==> src/rtl/refmon_pkg.sv <==
package refmon_pkg;

  typedef enum logic [1:0] {
    ST_HOLD   = 2'd0,
    ST_RESUME = 2'd1,
    ST_RUN    = 2'd2
  } refmon_state_e;

  // Minimum edge count per window for a given lowest rate; never below one,
  // so that a stopped reference always fails.
  function automatic int min_edges(input longint rate_hz, input longint win_cycles,
                                   input longint hk_hz);
    longint q;
    q = (rate_hz * win_cycles) / hk_hz;
    if (q < 1) q = 1;
    return int'(q);
  endfunction

  // Resume hold time in housekeeping cycles; at least one.
  function automatic int resume_cycles(input longint hold_ns, input longint hk_hz);
    longint q;
    q = (hold_ns * hk_hz) / 64'd1_000_000_000;
    if (q < 1) q = 1;
    return int'(q);
  endfunction

endpackage

==> src/rtl/refmon_edge_sync.sv <==
module refmon_edge_sync #(
  parameter int STAGES = 2
) (
  input  logic clk,
  input  logic rst,
  input  logic ref_clk_i,
  output logic edge_pulse_o
);

  logic [STAGES-1:0] stg_q;
  logic              prev_q;
  logic              pulse_q;

  always_ff @(posedge clk) begin
    if (rst) stg_q[0] <= 1'b0;
    else     stg_q[0] <= ref_clk_i;
  end

  for (genvar i = 1; i < STAGES; i++) begin : g_stage
    always_ff @(posedge clk) begin
      if (rst) stg_q[i] <= 1'b0;
      else     stg_q[i] <= stg_q[i-1];
    end
  end

  always_ff @(posedge clk) begin
    if (rst) begin
      prev_q  <= 1'b0;
      pulse_q <= 1'b0;
    end else begin
      prev_q  <= stg_q[STAGES-1];
      pulse_q <= stg_q[STAGES-1] & ~prev_q;
    end
  end

  assign edge_pulse_o = pulse_q;

  // A rising edge detector never reports two edges on consecutive cycles.
  AST_PULSE_ONESHOT: assert property (@(posedge clk) disable iff (rst)
    edge_pulse_o |=> !edge_pulse_o);

endmodule

==> src/rtl/refmon_rate_window.sv <==
module refmon_rate_window #(
  parameter int WINDOW_CYCLES = 1024,
  parameter int THR_DIRECT    = 4,
  parameter int THR_MULT      = 20
) (
  input  logic clk,
  input  logic rst,
  input  logic edge_pulse_i,
  input  logic mult_en_i,
  output logic win_done_o,
  output logic rate_low_o
);

  localparam int WIN_W  = $clog2(WINDOW_CYCLES);
  localparam int EDGE_W = $clog2(WINDOW_CYCLES + 1);
  localparam logic [WIN_W-1:0]  WIN_LAST = WIN_W'(WINDOW_CYCLES - 1);
  localparam logic [EDGE_W-1:0] EDGE_MAX = EDGE_W'(WINDOW_CYCLES);

  logic [WIN_W-1:0]  win_cnt_q;
  logic [EDGE_W-1:0] edge_cnt_q;
  logic [31:0]       thr_sel;
  logic [31:0]       cnt_ext;

  assign win_done_o = (win_cnt_q == WIN_LAST);
  assign thr_sel    = mult_en_i ? 32'(THR_MULT) : 32'(THR_DIRECT);
  assign cnt_ext    = 32'(edge_cnt_q);
  assign rate_low_o = (cnt_ext < thr_sel);

  always_ff @(posedge clk) begin
    if (rst) begin
      win_cnt_q <= '0;
    end else if (win_done_o) begin
      win_cnt_q <= '0;
    end else begin
      win_cnt_q <= win_cnt_q + 1'b1;
    end
  end

  always_ff @(posedge clk) begin
    if (rst) begin
      edge_cnt_q <= '0;
    end else if (win_done_o) begin
      edge_cnt_q <= '0;
    end else if (edge_pulse_i && (edge_cnt_q != EDGE_MAX)) begin
      edge_cnt_q <= edge_cnt_q + 1'b1;
    end
  end

  // Window closes are isolated events, one per window.
  AST_WIN_SPACING: assert property (@(posedge clk) disable iff (rst)
    win_done_o |=> !win_done_o);

  // Every window starts counting from zero, so a stopped reference reads zero.
  AST_EDGE_CLEAR: assert property (@(posedge clk) disable iff (rst)
    win_done_o |=> (edge_cnt_q == '0));

endmodule

==> src/rtl/refmon_resume_ctrl.sv <==
module refmon_resume_ctrl
  import refmon_pkg::*;
#(
  parameter int RESUME_CYCLES = 1250
) (
  input  logic clk,
  input  logic rst,
  input  logic win_done_i,
  input  logic rate_low_i,
  output logic pwr_down_o,
  output logic cmp_en_o
);

  localparam int RES_W = $clog2(RESUME_CYCLES + 1);
  localparam logic [RES_W-1:0] RES_LOAD = RES_W'(RESUME_CYCLES - 1);

  refmon_state_e    state_q;
  logic [RES_W-1:0] dly_q;
  logic             fail_close;
  logic             pass_close;

  assign fail_close = win_done_i & rate_low_i;
  assign pass_close = win_done_i & ~rate_low_i;

  always_ff @(posedge clk) begin
    if (rst) begin
      state_q <= ST_HOLD;
      dly_q   <= '0;
    end else if (fail_close) begin
      state_q <= ST_HOLD;
      dly_q   <= '0;
    end else begin
      unique case (state_q)
        ST_HOLD: begin
          if (pass_close) begin
            state_q <= ST_RESUME;
            dly_q   <= RES_LOAD;
          end
        end
        ST_RESUME: begin
          if (dly_q == '0) state_q <= ST_RUN;
          else             dly_q   <= dly_q - 1'b1;
        end
        ST_RUN:  state_q <= ST_RUN;
        default: state_q <= ST_HOLD;
      endcase
    end
  end

  assign pwr_down_o = (state_q != ST_RUN);
  assign cmp_en_o   = (state_q == ST_RUN);

  AST_RESET_HOLD: assert property (@(posedge clk)
    rst |=> pwr_down_o);

  AST_LOW_FORCES_PD: assert property (@(posedge clk) disable iff (rst)
    fail_close |=> (pwr_down_o && state_q == ST_HOLD));

  AST_CMP_TRACKS_PD: assert property (@(posedge clk) disable iff (rst)
    cmp_en_o != pwr_down_o);

  AST_RESUME_LOAD: assert property (@(posedge clk) disable iff (rst)
    (state_q == ST_HOLD && pass_close) |=> (state_q == ST_RESUME && dly_q == RES_LOAD));

  AST_RELEASE_AFTER_DELAY: assert property (@(posedge clk) disable iff (rst)
    $fell(pwr_down_o) |-> $past(state_q == ST_RESUME && dly_q == '0));

  AST_DELAY_RESTART: assert property (@(posedge clk) disable iff (rst)
    (state_q == ST_RESUME && fail_close) |=> (state_q == ST_HOLD));

endmodule

==> src/rtl/refclk_loss_monitor.sv <==
module refclk_loss_monitor #(
  parameter int HK_FREQ_HZ    = 250_000_000,
  parameter int WINDOW_CYCLES = 1024,
  parameter int MIN_DIRECT_HZ = 1_000_000,
  parameter int MIN_MULT_HZ   = 5_000_000,
  parameter int RESUME_NS     = 5000,
  parameter int SYNC_STAGES   = 2
) (
  input  logic clk,
  input  logic rst,
  input  logic ref_clk_i,
  input  logic mult_en_i,
  output logic pwr_down_o,
  output logic cmp_en_o
);

  localparam int THR_DIRECT = refmon_pkg::min_edges(MIN_DIRECT_HZ, WINDOW_CYCLES, HK_FREQ_HZ);
  localparam int THR_MULT   = refmon_pkg::min_edges(MIN_MULT_HZ, WINDOW_CYCLES, HK_FREQ_HZ);
  localparam int RES_CYC    = refmon_pkg::resume_cycles(RESUME_NS, HK_FREQ_HZ);

  logic edge_pulse;
  logic win_done;
  logic rate_low;

  refmon_edge_sync #(
    .STAGES (SYNC_STAGES)
  ) u_sync (
    .clk          (clk),
    .rst          (rst),
    .ref_clk_i    (ref_clk_i),
    .edge_pulse_o (edge_pulse)
  );

  refmon_rate_window #(
    .WINDOW_CYCLES (WINDOW_CYCLES),
    .THR_DIRECT    (THR_DIRECT),
    .THR_MULT      (THR_MULT)
  ) u_window (
    .clk          (clk),
    .rst          (rst),
    .edge_pulse_i (edge_pulse),
    .mult_en_i    (mult_en_i),
    .win_done_o   (win_done),
    .rate_low_o   (rate_low)
  );

  refmon_resume_ctrl #(
    .RESUME_CYCLES (RES_CYC)
  ) u_ctrl (
    .clk        (clk),
    .rst        (rst),
    .win_done_i (win_done),
    .rate_low_i (rate_low),
    .pwr_down_o (pwr_down_o),
    .cmp_en_o   (cmp_en_o)
  );

endmodule

==> config.mk <==
export PLATFORM = sky130hd
export DESIGN_NAME = refclk_loss_monitor
export DESIGN_NICKNAME = d
export VERILOG_FILES = /design/src/rtl/refmon_pkg.sv /design/src/rtl/refmon_edge_sync.sv /design/src/rtl/refmon_rate_window.sv /design/src/rtl/refmon_resume_ctrl.sv /design/src/rtl/refclk_loss_monitor.sv
export SDC_FILE = /design/constraint.sdc
export NUM_CORES = 1
export LEC_CHECK = 0
export BUFFER_PORTS_ARGS = -buffer_cell sky130_fd_sc_hd__buf_2
export CAP_MARGIN = 5
export CORE_ASPECT_RATIO = 1.2
export CORE_MARGIN = 10
export CORE_UTILIZATION = 45
export DETAILED_ROUTE_END_ITERATION = 8
export PLACE_DENSITY_LB_ADDON = 0.3
export SLEW_MARGIN = 20
export SYNTH_ARGS = -nofsm -noshare
export SYNTH_HDL_FRONTEND = slang
export SYNTH_SLANG_ARGS = --single-unit
==> constraint.sdc <==
create_clock -name clk -period 6.7 [get_ports clk]
set_clock_uncertainty 0.05 [all_clocks]
set_input_delay 0 -clock clk [delete_from_list [all_inputs] [get_ports clk]]
set_output_delay 0 -clock clk [all_outputs]
set_load 0.05 [all_outputs]
==> results.md <==
- TritonCTS clock tree: done
- Flop pwr share: 57.9%
- PD cells: around 200 nW/um2
- Yosys cell types: 31
- Routability cong.: just over 0.8
- CP max stage cell: or4_4
- RSZ-0062 raised after global routing: no
- Data required, critical path: around 7000 ps
- Antenna cells: 0
- CP Class: flop to flop
- CTS Buf Count: 5
- Rows: 25
- Clk slew on worst S/H paths: roughly 80 ps
- Synth Flop Type: dfxtp_1
- Max-Cap Viols: 0
- Critical Path AT: roughly 2300 ps
- Setup TNS: 0 ps
- P_sw: approximately 0.092 mW
- Max Slew Vio Count: 0
- Post-synth top area share: between 40 and 50%
- # H-tree levels: 2
- Bufs and invs on worst path: 0
- Synth-to-Final Area Change: 11.2%
- DRT Wirelength: 3040 um
- DP HPWL: ~2200 um
- Crit path max fanout: 6
- Ys async rst share: 0%
- Share of layout cells above drive strength 1: around 8.5%
- Worst slew margin: 56.1%
- Critical-path cell list: or4_4 -> or3_4 -> o32a_4 -> nand4_1 -> xor2_1 -> a21oi_1
- Placed cells: 256
- CP top delay family: simple AND/OR/NAND/NOR gates
- First-pass GRT wire length: 5620 um
- Synth warn: 0
- Peak supply drop: 0.149 mV
- Leading area contributor after synthesis: dfxtp_1
- Die height: 89.1 um
- Mapped Cells: 200
- Count of final setup violators: 0
- Synth top area cells: dfxtp_1, xor2_1, nor2_1
- Startpoint class of the critical path: flop
- Power Total: 0.398 mW
- Syn Nets: 214
- Vias per inst: slightly below 5
- DRC: 0
- Flops & latches, synth: 38
- Area after DPL: roughly 1900 um2
- Worst Tran Pin Value: 659 ps
- DRT antenna net count: 0
- Initial drt markers: 34
- Comb power frac: 2.7%
- Final Cell Area: 1990 um2
- Most frequent cell after synthesis: dfxtp_1
- Cell Count, Final, Fillers Out: between 200 and 300
- Switching share of total power: 23.1%
- Router iterations before antenna repair: 5
- Largest net degree at the start of global routing: 18
- Delay of the slowest critical-path stage: 550 ps
- Total core area: 3910 um2
- Final min period: 2190 ps
- FILL cells: 370
- Clk_lat worst skew: 290 ps
- Total global routing overflow: 0
- Fin. Hold Viols: 0
- Clock power share: 39.4%
- Synthesized area: 1790 um2
- Starting density of the core: between 40% and 50%
- EDFF count, synth: 0
- Clock sinks: 38
- Worst hold path type: flop to flop
- CTS Root Cell: clkbuf_8
- Port Buffer Count: 5
- Fmax: 457 MHz
- # Post-CTS Setup Buffers: 0
- Post-synthesis sequential area ratio: 42.4%
- Die width: approximately 78 um
- Final nets: 226
- Via count: 1326
- Status: finished, final reports clean
- Final period utilization: 32.7%
- Clock tree buffer depth: 2
- Critical Path Sink Type: flop
- LEAKAGE: 0.758 nW
- GRT Total Usage: 9.94%
- Die ar.: 6920 um2
- Wirelength per Cell: 11.4 um
- Initial antenna violation count: 0
- Syn avg cell area: 8.96 um2
- Number of global-route vias before repair: roughly 1300
- Ports: 6
- Hold WS: roughly 340 ps
- Synth top cells by count: dfxtp_1, nor2_1, xor2_1
- Internal power: 0.306 mW
power groups by stage:
stage,Clock (mW),Combinational [mW],Sequential (mW)
floorplan,0,0.00748,0.235
global placement,0,0.00963,0.236
detailed placement,0,0.00990,0.236
CTS,0.162,0.0113,0.230
global route,0.168,0.0127,0.231
finish,0.157,0.0109,0.230
per-stage QoR:
stage | utilization [%] | setup WS [ps]
2_1_floorplan | - | 4610
3_3_place_gp | 47.9 | 4550
3_5_place_dp | 47.9 | 4520
4_1_cts | 51.0 | 4510
5_1_grt | 51.0 | 4380
6_report | 51.0 | 4510
placed cells by master (no fill, tap or decap):
cell type / synthesis / final
dfxtp_1: 38 / 38
nor2_1: 37 / 37
xor2_1: 19 / 19
nand3_1: 14 / 14
inv_1: 11 / 11
ha_1: 10 / 10
nand2_1: 9 / 9
xnor2_1: 8 / 8
nor3_1: 6 / 6
a21oi_1: 6 / 6
nand4_1: 5 / 5
clkbuf_8: 0 / 5
buf_2: 0 / 5
and4_1: 4 / 4
nor2b_1: 4 / 4
and3_1: 3 / 3
o21ai_0: 3 / 3
nor4_1: 3 / 3
mux2i_1: 3 / 3
dlygate4sd3_1: 0 / 3
o21a_1: 2 / 2
nand2b_1: 1 / 1
or4_4: 1 / 1
or3_4: 1 / 1
o32ai_2: 1 / 1
a41o_1: 1 / 1
nand4bb_1: 1 / 1
a21oi_2: 1 / 1
or4_1: 1 / 1
o21bai_1: 1 / 1
o21ai_1: 1 / 1
o32a_4: 1 / 1
nand4b_1: 1 / 1
clkinv_4: 0 / 1
clkinv_2: 0 / 1
clkinvlp_4: 0 / 1
final timing paths:
check	start	to	slack, ps	cells past startpoint
setup / recovery	u_ctrl.dly_q[4]$_SDFFE_PP0P_	u_ctrl.dly_q[7]$_SDFFE_PP0P_	4510	6
hold reg to reg	u_sync.prev_q$_SDFF_PP0_	u_sync.edge_pulse_o$_SDFF_PP0_	340	1
hold / removal	u_sync.prev_q$_SDFF_PP0_	u_sync.edge_pulse_o$_SDFF_PP0_	340	1
setup reg to reg	u_ctrl.dly_q[4]$_SDFFE_PP0P_	u_ctrl.dly_q[7]$_SDFFE_PP0P_	4510	6
routing by layer:
layer  routed length, um  global-route usage, %  up-vias
met4                  78                   5.98        0
met3                  79                   2.72        6
met1                1430                   10.3      607
met5                   0                      0        -
met2                1450                   17.7       13
li1                    -                      -      700
worst register-to-register path, cell delays in order (launching register included):
cell,delay (ps)
dfxtp_1,350
or4_4,550
or3_4,370
o32a_4,400
nand4_1,120
xor2_1,160
a21oi_1,80
repair_timing:
action | 4_1_cts | 5_1_grt
hold buffers | 3 | 0
endpoints found under the hold margin | 7 | 0
gates resized for setup | 0 | 0
layout make-up:
cell class | count | area, um2 | area share, %
Inverter | 11 | 41.3 | 2.07
Tap cell | 54 | 67.6 | 3.39
Timing Repair Buffer | 8 | 55.1 | 2.76
Clock inverter | 3 | 21.3 | 1.07
Clock buffer | 5 | 68.8 | 3.45
Multi-Input combinational cell | 148 | 980 | 49.1
Sequential cell | 38 | 761 | 38.1
cell families after synthesis:
group / Yosys count / synth area share [%]
AO/OA/AOI/OAI: 17 / 7.26
XOR/XNOR: 27 / 13.2
adder cells (fa/ha/maj): 10 / 6.98
buffers and inverters: 14 / 2.93
flip-flops: 38 / 42.4
multiplexers: 3 / 1.67
AND/OR/NAND/NOR: 91 / 25.5
flip-flops by register name (all words and copies together), names as in the netlist:
signal / flops
u_ctrl.dly_q: 11
u_window.edge_cnt_q: 11
u_window.win_cnt_q: 10
u_ctrl.state_q: 2
u_sync.stg_q: 2
u_sync.edge_pulse_o: 1
u_sync.prev_q: 1
(Power assumes the default switching activity.)
